**src/rtl/udma_tx_pkg.sv**
```systemverilog
package udma_tx_pkg;

  localparam int WORD_W = 16;

  typedef enum logic [2:0] {
    ST_IDLE, ST_REQ, ST_ENV, ST_XFER, ST_CRC, ST_TAIL, ST_RELEASE
  } tx_state_e;

  // nanoseconds to whole clock cycles, rounded up
  function automatic int cyc_ceil(int ns, int clk_ns);
    return (ns + clk_ns - 1) / clk_ns;
  endfunction

  function automatic int imax(int a, int b);
    return (a > b) ? a : b;
  endfunction

  // one 16-bit word into CRC-16 (x^16+x^12+x^5+1), MSB first
  function automatic logic [WORD_W-1:0] crc16_word(logic [WORD_W-1:0] crc,
                                                    logic [WORD_W-1:0] w);
    logic [WORD_W-1:0] c;
    logic fb;
    c = crc;
    for (int i = WORD_W - 1; i >= 0; i--) begin
      fb = c[WORD_W-1] ^ w[i];
      c  = {c[WORD_W-2:0], 1'b0};
      if (fb) c = c ^ 16'h1021;
    end
    return c;
  endfunction

endpackage

```
**src/rtl/udma_tx_crc.sv**
```systemverilog
module udma_tx_crc
  import udma_tx_pkg::*;
#(
  parameter logic [WORD_W-1:0] SEED = 16'h4ABA
) (
  input  logic              clk,
  input  logic              rst_n,
  input  logic              clear,
  input  logic              en,
  input  logic [WORD_W-1:0] din,
  output logic [WORD_W-1:0] crc
);

  always_ff @(posedge clk or negedge rst_n) begin
    if (!rst_n)     crc <= SEED;
    else if (clear) crc <= SEED;
    else if (en)    crc <= crc16_word(crc, din);
  end

endmodule

```
**src/rtl/udma_tx_pacer.sv**
```systemverilog
module udma_tx_pacer #(
  parameter int GAP_CYC   = 6,
  parameter int HOLD_CYC  = 1,
  parameter int SETUP_CYC = 4
) (
  input  logic clk,
  input  logic rst_n,
  input  logic arm,
  input  logic edge_go,
  input  logic load,
  output logic gap_ok,
  output logic hold_ok,
  output logic setup_ok
);

  localparam int GW = $clog2(GAP_CYC + 1) + 1;
  localparam int SW = $clog2(SETUP_CYC + 1) + 1;
  localparam logic [GW-1:0] GAP_L   = GW'(GAP_CYC);
  localparam logic [GW-1:0] HOLD_L  = GW'(HOLD_CYC);
  localparam logic [SW-1:0] SETUP_L = SW'(SETUP_CYC);

  logic [GW-1:0] gap_q;    // cycles since the last strobe edge, saturating
  logic [SW-1:0] setup_q;  // cycles the bus word has been stable, 0 = none

  always_ff @(posedge clk or negedge rst_n) begin
    if (!rst_n) begin
      gap_q   <= GAP_L;
      setup_q <= '0;
    end else begin
      if (arm)                gap_q <= GAP_L;
      else if (edge_go)       gap_q <= GW'(1);
      else if (gap_q < GAP_L) gap_q <= gap_q + GW'(1);

      if (arm || edge_go)                           setup_q <= '0;
      else if (load)                                setup_q <= SW'(1);
      else if (setup_q != '0 && setup_q < SETUP_L)  setup_q <= setup_q + SW'(1);
    end
  end

  assign gap_ok   = gap_q >= GAP_L;
  assign hold_ok  = gap_q >= HOLD_L;
  assign setup_ok = setup_q >= SETUP_L;

endmodule

```
**src/rtl/udma_tx_fsm.sv**
```systemverilog
module udma_tx_fsm
  import udma_tx_pkg::*;
#(
  parameter int ENV_CYC  = 2,
  parameter int TAIL_CYC = 2
) (
  input  logic              clk,
  input  logic              rst_n,
  input  logic              word_valid,
  input  logic [WORD_W-1:0] word_data,
  input  logic              dmack_n,
  input  logic              host_stop,
  input  logic              dmardy,
  input  logic [WORD_W-1:0] crc_val,
  input  logic              gap_ok,
  input  logic              hold_ok,
  input  logic              setup_ok,
  output logic              dmarq,
  output logic              strobe,
  output logic [WORD_W-1:0] dd,
  output logic              word_ready,
  output logic              fire,
  output logic              load,
  output logic              arm,
  output tx_state_e         st
);

  localparam int CW = $clog2(imax(ENV_CYC, TAIL_CYC) + 1) + 1;
  localparam logic [CW-1:0] ENV_LAST  = CW'(ENV_CYC - 1);
  localparam logic [CW-1:0] TAIL_LAST = CW'(TAIL_CYC - 1);

  logic [CW-1:0] cnt_q;
  logic          loaded_q;
  logic          data_phase;
  logic          crc_phase;

  assign data_phase = (st == ST_XFER) && !host_stop;
  assign crc_phase  = (st == ST_CRC);
  assign load       = !loaded_q && hold_ok && ((data_phase && word_valid) || crc_phase);
  assign fire       = loaded_q && setup_ok && gap_ok && ((data_phase && dmardy) || crc_phase);
  assign word_ready = fire && data_phase;
  assign arm        = (st == ST_REQ) && !dmack_n;

  always_ff @(posedge clk or negedge rst_n) begin
    if (!rst_n) begin
      st       <= ST_IDLE;
      dmarq    <= 1'b0;
      strobe   <= 1'b1;
      dd       <= '0;
      cnt_q    <= '0;
      loaded_q <= 1'b0;
    end else begin
      unique case (st)
        ST_IDLE: if (word_valid) begin
          dmarq <= 1'b1;
          st    <= ST_REQ;
        end
        ST_REQ: if (!dmack_n) begin
          cnt_q <= '0;
          st    <= ST_ENV;
        end
        ST_ENV: begin
          if (cnt_q == ENV_LAST) begin
            loaded_q <= 1'b0;
            st       <= ST_XFER;
          end else begin
            cnt_q <= cnt_q + CW'(1);
          end
        end
        ST_XFER: begin
          if (host_stop) begin
            dmarq    <= 1'b0;
            loaded_q <= 1'b0;
            st       <= ST_CRC;
          end else begin
            if (load) begin
              dd       <= word_data;
              loaded_q <= 1'b1;
            end
            if (fire) begin
              strobe   <= ~strobe;
              loaded_q <= 1'b0;
            end
          end
        end
        ST_CRC: begin
          if (load) begin
            dd       <= crc_val;
            loaded_q <= 1'b1;
          end
          if (fire) begin
            strobe   <= ~strobe;
            loaded_q <= 1'b0;
            cnt_q    <= '0;
            st       <= ST_TAIL;
          end
        end
        ST_TAIL: begin
          if (cnt_q == TAIL_LAST) st <= ST_RELEASE;
          else                    cnt_q <= cnt_q + CW'(1);
        end
        ST_RELEASE: if (dmack_n) st <= ST_IDLE;
        default: st <= ST_IDLE;
      endcase
    end
  end

endmodule

```
**src/rtl/udma_burst_tx.sv**
```systemverilog
module udma_burst_tx
  import udma_tx_pkg::*;
#(
  parameter int                CLK_NS    = 10,
  parameter int                T_CYC_NS  = 55,
  parameter int                T_2CYC_NS = 117,
  parameter int                T_DVS_NS  = 34,
  parameter int                T_DVH_NS  = 6,
  parameter int                T_ENV_NS  = 20,
  parameter int                T_ACK_NS  = 20,
  parameter logic [WORD_W-1:0] CRC_SEED  = 16'h4ABA
) (
  input  logic              clk,
  input  logic              rst_n,
  input  logic [WORD_W-1:0] src_data,
  input  logic              src_valid,
  output logic              src_ready,
  output logic              dmarq,
  input  logic              dmack_n,
  input  logic              host_stop,
  input  logic              dmardy,
  output logic              strobe,
  output logic [WORD_W-1:0] dd
);

  localparam int DVS_CYC  = imax(1, cyc_ceil(T_DVS_NS, CLK_NS));
  localparam int DVH_CYC  = imax(1, cyc_ceil(T_DVH_NS, CLK_NS));
  localparam int WORD_CYC = imax(cyc_ceil(T_CYC_NS, CLK_NS),
                                 (cyc_ceil(T_2CYC_NS, CLK_NS) + 1) / 2);
  localparam int GAP_CYC  = imax(WORD_CYC, DVH_CYC + DVS_CYC);
  localparam int ENV_CYC  = imax(1, imax(cyc_ceil(T_ENV_NS, CLK_NS), cyc_ceil(T_ACK_NS, CLK_NS)));
  localparam int TAIL_CYC = imax(1, imax(DVH_CYC, cyc_ceil(T_ACK_NS, CLK_NS)));

  logic      fire, load, arm;
  logic      gap_ok, hold_ok, setup_ok;
  logic [WORD_W-1:0] crc_val;
  tx_state_e st;

  udma_tx_pacer #(.GAP_CYC(GAP_CYC), .HOLD_CYC(DVH_CYC), .SETUP_CYC(DVS_CYC)) pacer_i (
    .clk(clk), .rst_n(rst_n), .arm(arm), .edge_go(fire), .load(load),
    .gap_ok(gap_ok), .hold_ok(hold_ok), .setup_ok(setup_ok)
  );

  udma_tx_crc #(.SEED(CRC_SEED)) crc_i (
    .clk(clk), .rst_n(rst_n), .clear(arm), .en(src_ready), .din(dd), .crc(crc_val)
  );

  udma_tx_fsm #(.ENV_CYC(ENV_CYC), .TAIL_CYC(TAIL_CYC)) fsm_i (
    .clk(clk), .rst_n(rst_n), .word_valid(src_valid), .word_data(src_data),
    .dmack_n(dmack_n), .host_stop(host_stop), .dmardy(dmardy), .crc_val(crc_val),
    .gap_ok(gap_ok), .hold_ok(hold_ok), .setup_ok(setup_ok),
    .dmarq(dmarq), .strobe(strobe), .dd(dd), .word_ready(src_ready),
    .fire(fire), .load(load), .arm(arm), .st(st)
  );

  // observation of the pins for the checks below
  localparam int GW = $clog2(GAP_CYC + 1) + 1;
  localparam logic [GW-1:0] GAP_L = GW'(GAP_CYC);

  logic              strobe_prev;
  logic [WORD_W-1:0] dd_prev;
  logic [GW-1:0]     since_q;
  logic              strobe_edge;

  assign strobe_edge = strobe != strobe_prev;

  always_ff @(posedge clk or negedge rst_n) begin
    if (!rst_n) begin
      strobe_prev <= 1'b1;
      dd_prev     <= '0;
      since_q     <= GAP_L;
    end else begin
      strobe_prev <= strobe;
      dd_prev     <= dd;
      if (strobe_edge)          since_q <= GW'(1);
      else if (since_q < GAP_L) since_q <= since_q + GW'(1);
    end
  end


  bus_stable_at_edge_chk: assert property (@(posedge clk) disable iff (!rst_n)
    strobe_edge |-> dd == dd_prev);


  edge_spacing_chk: assert property (@(posedge clk) disable iff (!rst_n)
    strobe_edge |-> since_q >= GAP_L);


  no_edge_unacked_chk: assert property (@(posedge clk) disable iff (!rst_n)
    strobe_edge |-> !dmack_n);


  pop_in_burst_only_chk: assert property (@(posedge clk) disable iff (!rst_n)
    src_ready |-> (src_valid && dmarq && !host_stop));


  stop_drops_req_chk: assert property (@(posedge clk) disable iff (!rst_n)
    (st == ST_XFER && host_stop) |=> !dmarq);


  pause_respected_chk: assert property (@(posedge clk) disable iff (!rst_n)
    (strobe_edge && $past(st == ST_XFER)) |-> $past(dmardy));

endmodule

```
**config.mk**
```make
export PLATFORM = sky130hd
export DESIGN_NAME = udma_burst_tx
export DESIGN_NICKNAME = d
export VERILOG_FILES = /design/src/rtl/udma_tx_pkg.sv /design/src/rtl/udma_tx_crc.sv /design/src/rtl/udma_tx_pacer.sv /design/src/rtl/udma_tx_fsm.sv /design/src/rtl/udma_burst_tx.sv
export SDC_FILE = /design/constraint.sdc
export NUM_CORES = 1
export LEC_CHECK = 0
export BUFFER_PORTS_ARGS = -buffer_cell sky130_fd_sc_hd__buf_4
export CAP_MARGIN = 20
export CORE_MARGIN = 3
export CORE_UTILIZATION = 25
export CTS_CLUSTER_SIZE = 25
export DETAILED_ROUTE_END_ITERATION = 8
export PLACE_DENSITY_LB_ADDON = 0.1
export SLEW_MARGIN = 40
export SYNTH_ARGS = -nofsm -noshare
export SYNTH_HDL_FRONTEND = slang
export SYNTH_HIERARCHICAL = 1
export SYNTH_SLANG_ARGS = --single-unit
```
**constraint.sdc**
```tcl
create_clock -name clk -period 2.35 [get_ports clk]
set_input_delay 0.47 -clock clk [delete_from_list [all_inputs] [get_ports clk]]
set_output_delay 0.47 -clock clk [all_outputs]
set_load 0.005 [all_outputs]
```
==> qor.yml, run 1 <==
logic_synthesis:
  syn_nets: 304
  synth.lib_cells_used.distinct: 52
  syn_area_per_cell_sq_um: 11.1
  ys.flop_type: "dfrtp_1"
  yosys.area.top_type: "dfrtp_1"
  synth_top_area_share: 0.312
  yosysWarnings: 6
  ys_async_sr_fraction: 1.00
  synthCells: 274
  synth_seq_area_share: 0.406
  synth-seq-cells: 49
  synth_edf_count: 0
  synth_area_sq_mm: 0.00305
  synth_area_leaders: "dfrtp_1 31%, mux2_2 12%, dfstp_2 9.5%, xnor2_1 8.9%, ha_1 3.3%"
setup_path:
  endpoint_kind: "output port"
  slowest_stage: "dfstp_2"
  crit_chain: "buf_6 > ha_4 > o21ai_1 > nand2_1 > and3_4 > and3_4 > buf_6 > buf_4"
  cp_max_fo: 3
  worst_ep_required_time_ns: 1.88
  worst_ep_arrival_time_ns: 1.78
  crit_type: "flop to output port"
  cp_slowest_stage_delay_ns: 0.54
  startpoint_type: "flop"
timing:
  skew_ns: 0.00518
  rsz0062_at_grt: "no"
  min_period_ns: 2.25
  final.setup.worst_slack_ns: 0.102
  fmax_mhz: 445
  period_share: 0.957
  relSlewSlack: 0.552
  drv_slew: 0
  hold_viol_final: 0
  worst_pin_slew_ns: 0.672
  setup_viol: 0
layout:
  finalNetCount: 372
  fin_util: 0.341
  stdcell_count: 486
  final_common_cell: "buf_4"
  area_delta_synth_final_pct: 30.3
  antennaDiodeCount: 0
  layout_common_cells: "67 x buf_4, 38 x dfrtp_1, 32 x mux2_2"
  drive_gt1_frac: 0.426
clock_network:
  cts_hold_buf: 0
  cts_buffers: 5
  cts_root_buffer: "clkbuf_16"
  htreeDepth: 2
  cts_tree: "yes"
  clkLatencyLatePin_ns: 0.29
  clockBufferDepth: 2
  numClockSinks: 49
  clk_pin_slew_ns: 0.07
detailed_routing:
  ant_nets: 0
  first_iter_violations: 131
  viasPerCell: 4.50
  drc_errors: 0
  drt-total-wl_um: 7470
  dr.pass1.iters: 4
  wl_per_cell_um: 15.4
  num_vias: 2185
global_routing:
  grt_use_total: 0.117
  grt_max_degree: 50
  grt_pass1_wl_um: 12200
  antenna_found_initial: 0
  grt_pass1_vias: 2368
  grt_remaining_overflow: 0
power:
  power_switching_w: 0.00298
  p_seq_frac: 0.213
  p_int_w: 0.00477
  clockPowerShare: 0.097
  power_w: 0.00775
  ir_drop_mv: 0.939
  switching_share: 0.385
  p_per_area_mw_per_mm2: 1950
  power.combinational.fraction: 0.690
  p_leak_nw: 1.73
floorplan:
  core_sq_mm: 0.0117
  dieArea_sq_mm: 0.0136
  fp.dieW_um: 116
  pin_count: 41
  die_y_um: 116
  start_util: 0.262
  rows: 39
placed_design:
  port_buffers: 40
  gp_congestion: 0.720
  place_ws_ns: -0.0202
  placedCellCount: 471
  place_hpwl_um: 5310
outcome:
  status: "complete, no violations"
run:
  cap_violations: 0
min_path:
  hold_class: "input pin to asynchronous set/reset pin"
## Yosys cell counts (2+ instances only)
cell,number
a211o_1,3
a211oi_1,4
a21oi_1,10
a221oi_1,2
and3_1,2
buf_2,3
clkbuf_1,6
dfrtp_1,38
dfstp_2,11
ha_1,8
inv_1,11
mux2_1,2
mux2_2,32
mux2i_1,4
nand2_1,10
nor2_1,22
nor2b_1,7
nor3_1,7
nor3_4,2
o21a_1,2
o21ai_0,11
o31ai_1,2
or2_2,2
xnor2_1,31
xnor2_2,3
xnor3_1,3
xor2_1,11
## state kept, by name (all words and copies together), names as in the netlist
name and cells:
crc_i/crc 16, fsm_i/cnt_q 3, fsm_i/dd 16, fsm_i/dmarq 1
fsm_i/loaded_q 1, fsm_i/st 3, fsm_i/strobe 1, pacer_i/gap_q 4
pacer_i/setup_q 4
## through the flow
step / hold slack, ns / area [sq um] / TNS [ns]
after CTS: 0.250 / 3880 / 0
after detailed placement: 0.503 / 3680 / -0.0214
final: 0.215 / 3970 / 0
after floorplan: 0.174 / 3050 / 0
after global routing: 0.276 / 3970 / 0
after global placement: 0.498 / 3660 / -1.95
## worst max-delay path: cells and delay by family (launching register included)
| family | cells | cell delay (ns) |
|---|---|---|
| AOI/OAI and AO/OA | 1 | 0.06 |
| adders and majority gates | 1 | 0.11 |
| buffers and inverters | 3 | 0.29 |
| DFF | 1 | 0.54 |
| and+or+nand+nor | 3 | 0.47 |
## path summary, 6_finish.rpt
| kind | start | endpoint | slack, ns | depth (start not counted) |
|---|---|---|---|---|
| setup / recovery | pacer_i/gap_q[1] | src_ready | 0.10 | 8 |
| hold / removal | rst_n | pacer_i/gap_q[0] | 0.21 | 1 |
| setup reg to reg | pacer_i/gap_q[1] | crc_i/crc[12] | 0.15 | 10 |
| hold reg to reg | fsm_i/dmarq | fsm_i/dmarq | 0.51 | 2 |
| max in group asynchronous | rst_n | fsm_i/dd[13] | 1.69 | 1 |
| min in group clk | src_valid | fsm_i/dmarq | 0.51 | 3 |
## logic make-up (layout without fill, tap and decap cells)
group | Yosys count | after routing | share of synthesized area
and+or+nand+nor | 65 | 65 | 0.121
xor gates and xnor gates | 51 | 51 | 0.183
DFF | 49 | 49 | 0.406
AOI/OAI and AO/OA | 42 | 42 | 0.0894
muxes | 38 | 38 | 0.139
buffers and inverters | 21 | 90 | 0.0295
adders and majority gates | 8 | 8 | 0.0328
## final cells by class
| cell class | instances | area (sq um) |
|---|---|---|
| Fill cell | 1195 | 7690 |
| Sequential cell | 49 | 1240 |
| Clock buffer | 6 | 139 |
| Tap cell | 143 | 179 |
| Clock inverter | 2 | 13.8 |
| Inverter | 11 | 41.3 |
| Multi-Input combinational cell | 204 | 1800 |
| Timing Repair Buffer | 71 | 561 |
## layer usage
metal	part of all wire	track usage
met1	0.47	0.153
met4	0.014	0.0387
met5	0	0
met2	0.49	0.196
met3	0.026	0.0197
## power by group through the flow
stage | Combinational, W | Sequential, W | Clock [W]
after global routing | 0.00583 | 0.00172 | 0.000828
after global placement | 0.00515 | 0.00164 | 0
after detailed placement | 0.00519 | 0.00165 | 0
final | 0.00534 | 0.00165 | 0.000754
after CTS | 0.00523 | 0.00164 | 0.000788
after floorplan | 0.00367 | 0.00158 | 0
## timing repair
item | 4_1_cts | 5_1_grt
buffers inserted | 2 | 6
pin swaps | 1 | 3
setup endpoints to repair | 3 | 14
gates resized for setup | 6 | 11
Power figures use the tool's default switching activity.
==> run 2, diff against run 1 <==
PLACE_DENSITY = 0.47   (was default)
PLACE_DENSITY_LB_ADDON = default   (was 0.1)
==> run 2 against run 1 <==
Compared with the run above: non-clock buffer count increased by 5; worst hold slack got worse by 0.0028 ns; first-iteration DRC count decreased by 32%; global-route usage decreased by 0.54 points; combinational power decreased by 1%; clock power decreased by 2.8%; critical path type unchanged; sequential power about the same; power decreased by 1.3%; via count increased by 2.9%.
==> qor.yml, run 2 (same netlist as run 1, synthesis figures left out) <==
global_routing:
  grt_remaining_overflow: 0  # unchanged
  grt_max_degree: 50  # unchanged
  grt.busiest_layer: "met2"  # unchanged
  use_met3: 0.0218  # was 0.0197
  grt_use_total: 0.111  # was 0.117
  antenna_found_initial: 0  # unchanged
  grtUsageMet1: 0.150  # was 0.153
  grt_pass1_vias: 2271  # was 2368
  grt_pass1_wl_um: 11800  # was 12200 um
  grt_use_met2: 0.186  # was 0.196
detailed_routing:
  wl_per_cell_um: 14.7  # was 15.4 um
  dr.pass1.iters: 4  # unchanged
  ant_nets: 0  # unchanged
  drt-total-wl_um: 7210  # was 7470 um
  first_iter_violations: 89  # was 131
  drc_errors: 0  # unchanged
  viasPerCell: 4.58  # was 4.50
  num_vias: 2248  # was 2185
layout:
  reg_top3: "crc_i/crc (16), fsm_i/dd (16)"  # unchanged
  area_delta_synth_final_pct: 30.2  # was 30.3%
  fillers: 1196  # was 1195
  fin_util: 0.341  # about the same
  finalNetCount: 377  # was 372
  antennaDiodeCount: 0  # unchanged
  layout_common_cells: "72 x buf_4, 38 x dfrtp_1, 32 x mux2_2"  # was 67 x buf_4, 38 x dfrtp_1, 32 x mux2_2
  final_common_cell: "buf_4"  # unchanged
  drive_gt1_frac: 0.417  # was 0.426
timing:
  min_period_ns: 2.25  # about the same
  period_share: 0.958  # was 0.957
  whs_ns: 0.212  # was 0.215 ns
  final.setup.worst_slack_ns: 0.0981  # was 0.102 ns
  setup_viol: 0  # unchanged
  worst_pin_slew_ns: 0.662  # was 0.672 ns
  hold_viol_final: 0  # unchanged
  relSlewSlack: 0.559  # was 0.552
  fmax_mhz: 444  # was 445 MHz
  skew_ns: 0.00791  # was 0.00518 ns
  drv_slew: 0  # unchanged
  rsz0062_at_grt: "no"  # unchanged
power:
  ir_drop_mv: 0.744  # was 0.939 mV
  p_leak_nw: 1.74  # was 1.73 nW
  power.combinational.fraction: 0.690  # about the same
  p_seq_frac: 0.214  # was 0.213
  p_per_area_mw_per_mm2: 1920  # was 1950 mW/mm^2
  switching_share: 0.378  # was 0.385
  clockPowerShare: 0.096  # was 0.097
  power_switching_w: 0.00289  # was 0.00298 W
  p_int_w: 0.00476  # was 0.00477 W
placed_design:
  port_buffers: 40  # unchanged
  place_ws_ns: 0.0161  # was -0.0202 ns
  place_hpwl_um: 5370  # was 5310 um
  gp_congestion: 0.763  # was 0.720
floorplan:
  fp.dieW_um: 116  # unchanged
  core_sq_mm: 0.0117  # unchanged
  rows: 39  # unchanged
  dieArea_sq_mm: 0.0136  # unchanged
  pin_count: 41  # unchanged
  die_y_um: 116  # unchanged
  start_util: 0.262  # unchanged
setup_path:
  r2r_cells: 8  # was 10
  crit_type: "flop to output port"  # unchanged
  r2r_slack_ns: 0.1  # was 0.15 ns
  endpoint_kind: "output port"  # unchanged
  cp-startpoint: "pacer_i/gap_q[1]"  # unchanged
  r2r_end: "fsm_i/dd[4]"  # was crc_i/crc[12]
  reg2reg_from: "pacer_i/gap_q[1]"  # unchanged
  startpoint_type: "flop"  # unchanged
  worst_ep_required_time_ns: 1.88  # about the same
  cp_max_fo: 4  # was 3
  worst_ep_arrival_time_ns: 1.78  # about the same
min_path:
  hold_class: "input pin to asynchronous set/reset pin"  # unchanged
clock_network:
  clockBufferDepth: 2  # unchanged
  cts_buffers: 5  # unchanged
  clkLatencyLatePin_ns: 0.29  # about the same
  htreeDepth: 2  # unchanged
  cts_tree: "yes"  # unchanged
  cts_root_buffer: "clkbuf_16"  # unchanged
  numClockSinks: 49  # unchanged
  clk_pin_slew_ns: 0.07  # about the same
run:
  cap_violations: 0  # unchanged
outcome:
  status: "complete, no violations"  # unchanged
## run 2: cell types whose count changed in the layout (fill, tap and decap cells not counted), sizes merged
cell    before  now
buf         71   76
clkbuf       6    8
clkinv       2    0
## run 2: final cells by class
type | count | area (sq um) | share of cell area
Clock buffer | 8 | 146 | 0.0369
Inverter | 11 | 41.3 | 0.0104
Multi-Input combinational cell | 204 | 1780 | 0.448
Sequential cell | 49 | 1240 | 0.312
Tap cell | 143 | 179 | 0.0450
Timing Repair Buffer | 76 | 586 | 0.147
## run 2: through the flow
step / power, W / TNS, ns / area (sq um) / cells
2_1_floorplan: 0.00525 / 0 / 3050 / 274
3_3_place_gp: 0.00683 / -1.69 / 3720 / 477
3_5_place_dp: 0.00689 / 0 / 3740 / 479
4_1_cts: 0.00768 / 0 / 3910 / 489
5_1_grt: 0.00835 / 0 / 3970 / 491
6_report: 0.00765 / 0 / 3970 / 491
## run 2: worst max path at each step
stage | endpoint | slack (ns) | cells after the start
after global routing | crc_i/crc[12] | 0.01 | 10
after floorplan | crc_i/crc[12] | 0.03 | 10
after detailed placement | crc_i/crc[12] | 0.02 | 10
after CTS | crc_i/crc[12] | 0.002 | 10
final | src_ready | 0.1 | 8
after global placement | fsm_i/dd[1] | -0.11 | 6
## run 2: per-layer routing
| layer | share of wire | wire [um] |
|---|---|---|
| met2 | 0.50 | 3590 |
| met1 | 0.47 | 3410 |
| met4 | 0.0019 | 14 |
| met5 | 0 | 0 |
| met3 | 0.027 | 193 |
## run 2: power groups by stage
stage	registers [W]	clock network [W]	logic [W]
3_5_place_dp	0.00165	0	0.00525
5_1_grt	0.00170	0.000812	0.00584
6_report	0.00164	0.000733	0.00527
2_1_floorplan	0.00158	0	0.00367
3_3_place_gp	0.00164	0	0.00519
4_1_cts	0.00163	0.000765	0.00528
## run 2: critical path: stages, from the launching register on
cell     delay (ns)
dfstp_2        0.54
buf_6          0.11
ha_4           0.12
o21ai_2        0.05
nand2_1        0.09
and3_4         0.19
and3_4         0.19
buf_6          0.10
buf_4          0.11
## run 2: repair_timing
item / 4_1_cts / 5_1_grt
hold buffers: 0 / 0
buffers inserted: 2 / 2
hold endpoints to repair: 0 / 0
cloned: 0 / 0
setup endpoints to repair: 2 / 7
gates resized for setup: 2 / 10
pin swaps: 0 / 3
==> run 3, diff against run 2 <==
CTS_BUF_LIST = sky130_fd_sc_hd__clkbuf_8   (was default)
PLACE_DENSITY = 0.45   (was 0.47)
SYNTH_HIERARCHICAL = default   (was 1)
clock period = 2.6 ns   (was 2.35 ns; I/O delays follow)
==> run 3 against run 2 <==
Compared with the run above: non-clock buffer count fell by 25; sequential share of layout area up 2.7 points; register-to-register slack improved by 0.14 ns; via count increased by 0.85%; wire length down 2.7%; die area is 1.8% lower; critical path type unchanged; highest routed layer unchanged.
==> qor.yml, run 3 <==
clock_network:
  cts_buffers: 5  # unchanged
  cts_root_buffer: "clkbuf_8"  # was clkbuf_16
  cts_tree: "yes"  # unchanged
  postCtsSetupBuffers: 0  # was 2
  numClockSinks: 49  # unchanged
  clockBufferDepth: 2  # unchanged
  clk_pin_slew_ns: 0.10  # was 0.07 ns
  htreeDepth: 2  # unchanged
  clkLatencyLatePin_ns: 0.31  # was 0.29 ns
  cts_hold_buf: 0  # unchanged
timing:
  period_share: 0.926
  min_period_ns: 2.41
  drv_slew: 0  # unchanged
  fmax_mhz: 415
  setup-tns-final_ns: 0  # unchanged
  hold_viol_final: 0  # unchanged
  rsz0062_at_grt: "no"  # unchanged
  setup_viol: 0  # unchanged
  worst_pin_slew_ns: 0.640  # was 0.662 ns
  relSlewSlack: 0.573  # was 0.559
  skew_ns: 0.00459  # was 0.00791 ns
global_routing:
  grt_pass1_vias: 2248  # was 2271
  grt_remaining_overflow: 0  # unchanged
  antenna_found_initial: 0  # unchanged
  grt_pass1_wl_um: 11500  # was 11800 um
  use_met3: 0.0232  # was 0.0218
  grt_use_total: 0.110  # was 0.111
  grtUsageMet1: 0.152  # was 0.150
  grt.busiest_layer: "met2"  # unchanged
  grt_use_met2: 0.174  # was 0.186
  grt_max_degree: 50  # unchanged
detailed_routing:
  first_iter_violations: 93  # was 89
  viasPerCell: 4.58  # about the same
  ant_nets: 0  # unchanged
  wl_per_cell_um: 14.2  # was 14.7 um
  num_vias: 2267  # was 2248
  drt-total-wl_um: 7020  # was 7210 um
  drc_errors: 0  # unchanged
  dr.pass1.iters: 4  # unchanged
logic_synthesis:
  synth_edf_count: 0  # unchanged
  ys.flop_type: "dfrtp_1"  # unchanged
  synthCells: 304  # was 274
  synth_seq_area_share: 0.414  # was 0.406
  syn_nets: 334  # was 304
  yosysWarnings: 0  # was 6
  syn_area_per_cell_sq_um: 9.84  # was 11.1 sq um
  synth_area_leaders: "dfrtp_1 32%, dfstp_2 9.7%, xnor2_1 8.8%, mux2i_1 5.7%, a21oi_1 5.5%"  # was dfrtp_1 31%, mux2_2 12%, dfstp_2 9.5%, xnor2_1 8.9%, ha_1 3.3%
  synth_area_sq_mm: 0.00299  # was 0.00305 sq mm
  yosys.area.top_type: "dfrtp_1"  # unchanged
  synth_most_common_cell: "dfrtp_1"  # unchanged
  synth.lib_cells_used.distinct: 39  # was 52
  ys_async_sr_fraction: 1.00  # unchanged
  synth-seq-cells: 49  # unchanged
  synth_top_area_share: 0.318  # was 0.312
  netlist_top_cells_count: "38 x dfrtp_1, 36 x nor2_1, 33 x a21oi_1"  # was 38 x dfrtp_1, 32 x mux2_2, 31 x xnor2_1
placed_design:
  port_buffers: 40  # unchanged
  gp_congestion: 0.730  # was 0.763
  postPlaceCellArea_sq_mm: 0.00353  # was 0.00374 sq mm
  place_hpwl_um: 5100  # was 5370 um
setup_path:
  worst_ep_arrival_time_ns: 1.89  # was 1.78 ns
  worst_ep_required_time_ns: 2.08  # was 1.88 ns
  r2r_end: "crc_i.crc[7]"  # was fsm_i/dd[4]
  crit_type: "flop to output port"  # unchanged
  reg2reg_from: "crc_i.crc[14]"  # was pacer_i/gap_q[1]
  cp_max_fo: 10  # was 4
  r2r_cells: 6  # was 8
  startpoint_type: "flop"  # unchanged
  r2r_slack_ns: 0.24  # was 0.1 ns
  cp-startpoint: "pacer_i.gap_q[1]"  # was pacer_i/gap_q[1]
  endpoint_kind: "output port"  # unchanged
floorplan:
  core_sq_mm: 0.0116  # was 0.0117 sq mm
  die_y_um: 115  # was 116 um
  dieArea_sq_mm: 0.0133  # was 0.0136 sq mm
  pin_count: 41  # unchanged
  rows: 39  # unchanged
  fp.dieW_um: 115  # was 116 um
  start_util: 0.259  # was 0.262
layout:
  final_common_cell: "buf_4"  # unchanged
  finalInstanceArea_sq_mm: 0.00366  # was 0.00397 sq mm
  area_delta_synth_final_pct: 22.3  # was 30.2%
  drive_gt1_frac: 0.222  # was 0.417
  antennaDiodeCount: 0  # unchanged
  layout_common_cells: "50 x buf_4, 38 x dfrtp_1, 35 x nor2_1"  # was 72 x buf_4, 38 x dfrtp_1, 32 x mux2_2
  finalNetCount: 381  # was 377
  reg_top3: "crc_i.crc (16), fsm_i.dd (16)"  # was crc_i/crc (16), fsm_i/dd (16)
outcome:
  status: "complete, no violations"  # unchanged
min_path:
  hold_class: "input pin to asynchronous set/reset pin"  # unchanged
run:
  cap_violations: 0  # unchanged
==> run 3: cell count changes in the layout (fill, tap and decap cells not counted), sizes merged, moves of 5 or more <==
cell | before | now
buf | 76 | 51
nor3 | 9 | 4
mux2i | 4 | 17
a21oi | 10 | 33
mux2 | 34 | 0
nor2 | 22 | 36
nand2b | 1 | 6
o21ai | 12 | 29
nor2b | 7 | 2
==> run 3: metal layers <==
metal / up-vias / routed length [um]
li1: 1137 / -
met1: 1080 / 3460
met2: 44 / 3250
met3: 6 / 251
met4: 0 / 56
met5: - / 0
==> run 3: final cells by class <==
type,count,area [sq um]
fillers,1175,7910
multi-input cells,232,1680
flip-flops and latches,49,1240
repair buffers,51,395
well taps,143,179
clock buffers,6,82.6
inverters,12,45.0
clock inverters,2,37.5
==> run 3: critical path, cell delays in order, from the launching register on <==
cell     delay [ns]
dfstp_2        0.58
ha_1           0.14
o21ai_0        0.08
a21oi_1        0.30
nand2_1        0.15
inv_2          0.19
buf_4          0.14
==> run 3: kinds of logic after synthesis <==
family | share of synthesized area
compound gates | 0.159
buf+inv | 0.0289
fa+ha+maj | 0.0335
flops | 0.414
mux | 0.0569
simple gates | 0.111
xor+xnor | 0.197
==> run 3: worst max-delay path by stage <==
| stage | cells past startpoint | slack [ns] | to |
|---|---|---|---|
| 2_1_floorplan | 6 | 0.37 | crc_i.crc[7] |
| 6_report | 6 | 0.19 | src_ready |
| 3_5_place_dp | 6 | 0.26 | crc_i.crc[7] |
| 5_1_grt | 6 | 0.03 | src_ready |
| 3_3_place_gp | 6 | 0.32 | src_ready |
| 4_1_cts | 6 | 0.15 | src_ready |
==> run 3: metrics by stage <==
stage	setup WS (ns)	instances	hold slack, ns	util
after floorplan	0.365	304	0.224	-
after global placement	0.321	487	0.480	0.305
after detailed placement	0.261	487	0.484	0.305
after CTS	0.148	495	0.247	0.316
after global routing	0.0289	495	0.266	0.316
final	0.192	495	0.223	0.316
==> run 3: timing repair <==
action	CTS	global route
gates resized for setup	0	1
endpoints found under the hold margin	0	0
setup endpoints to repair	0	1
Power of run 3 is not shown: default switching activity piles up to over one toggle a cycle in this logic, so the estimate is an artifact.
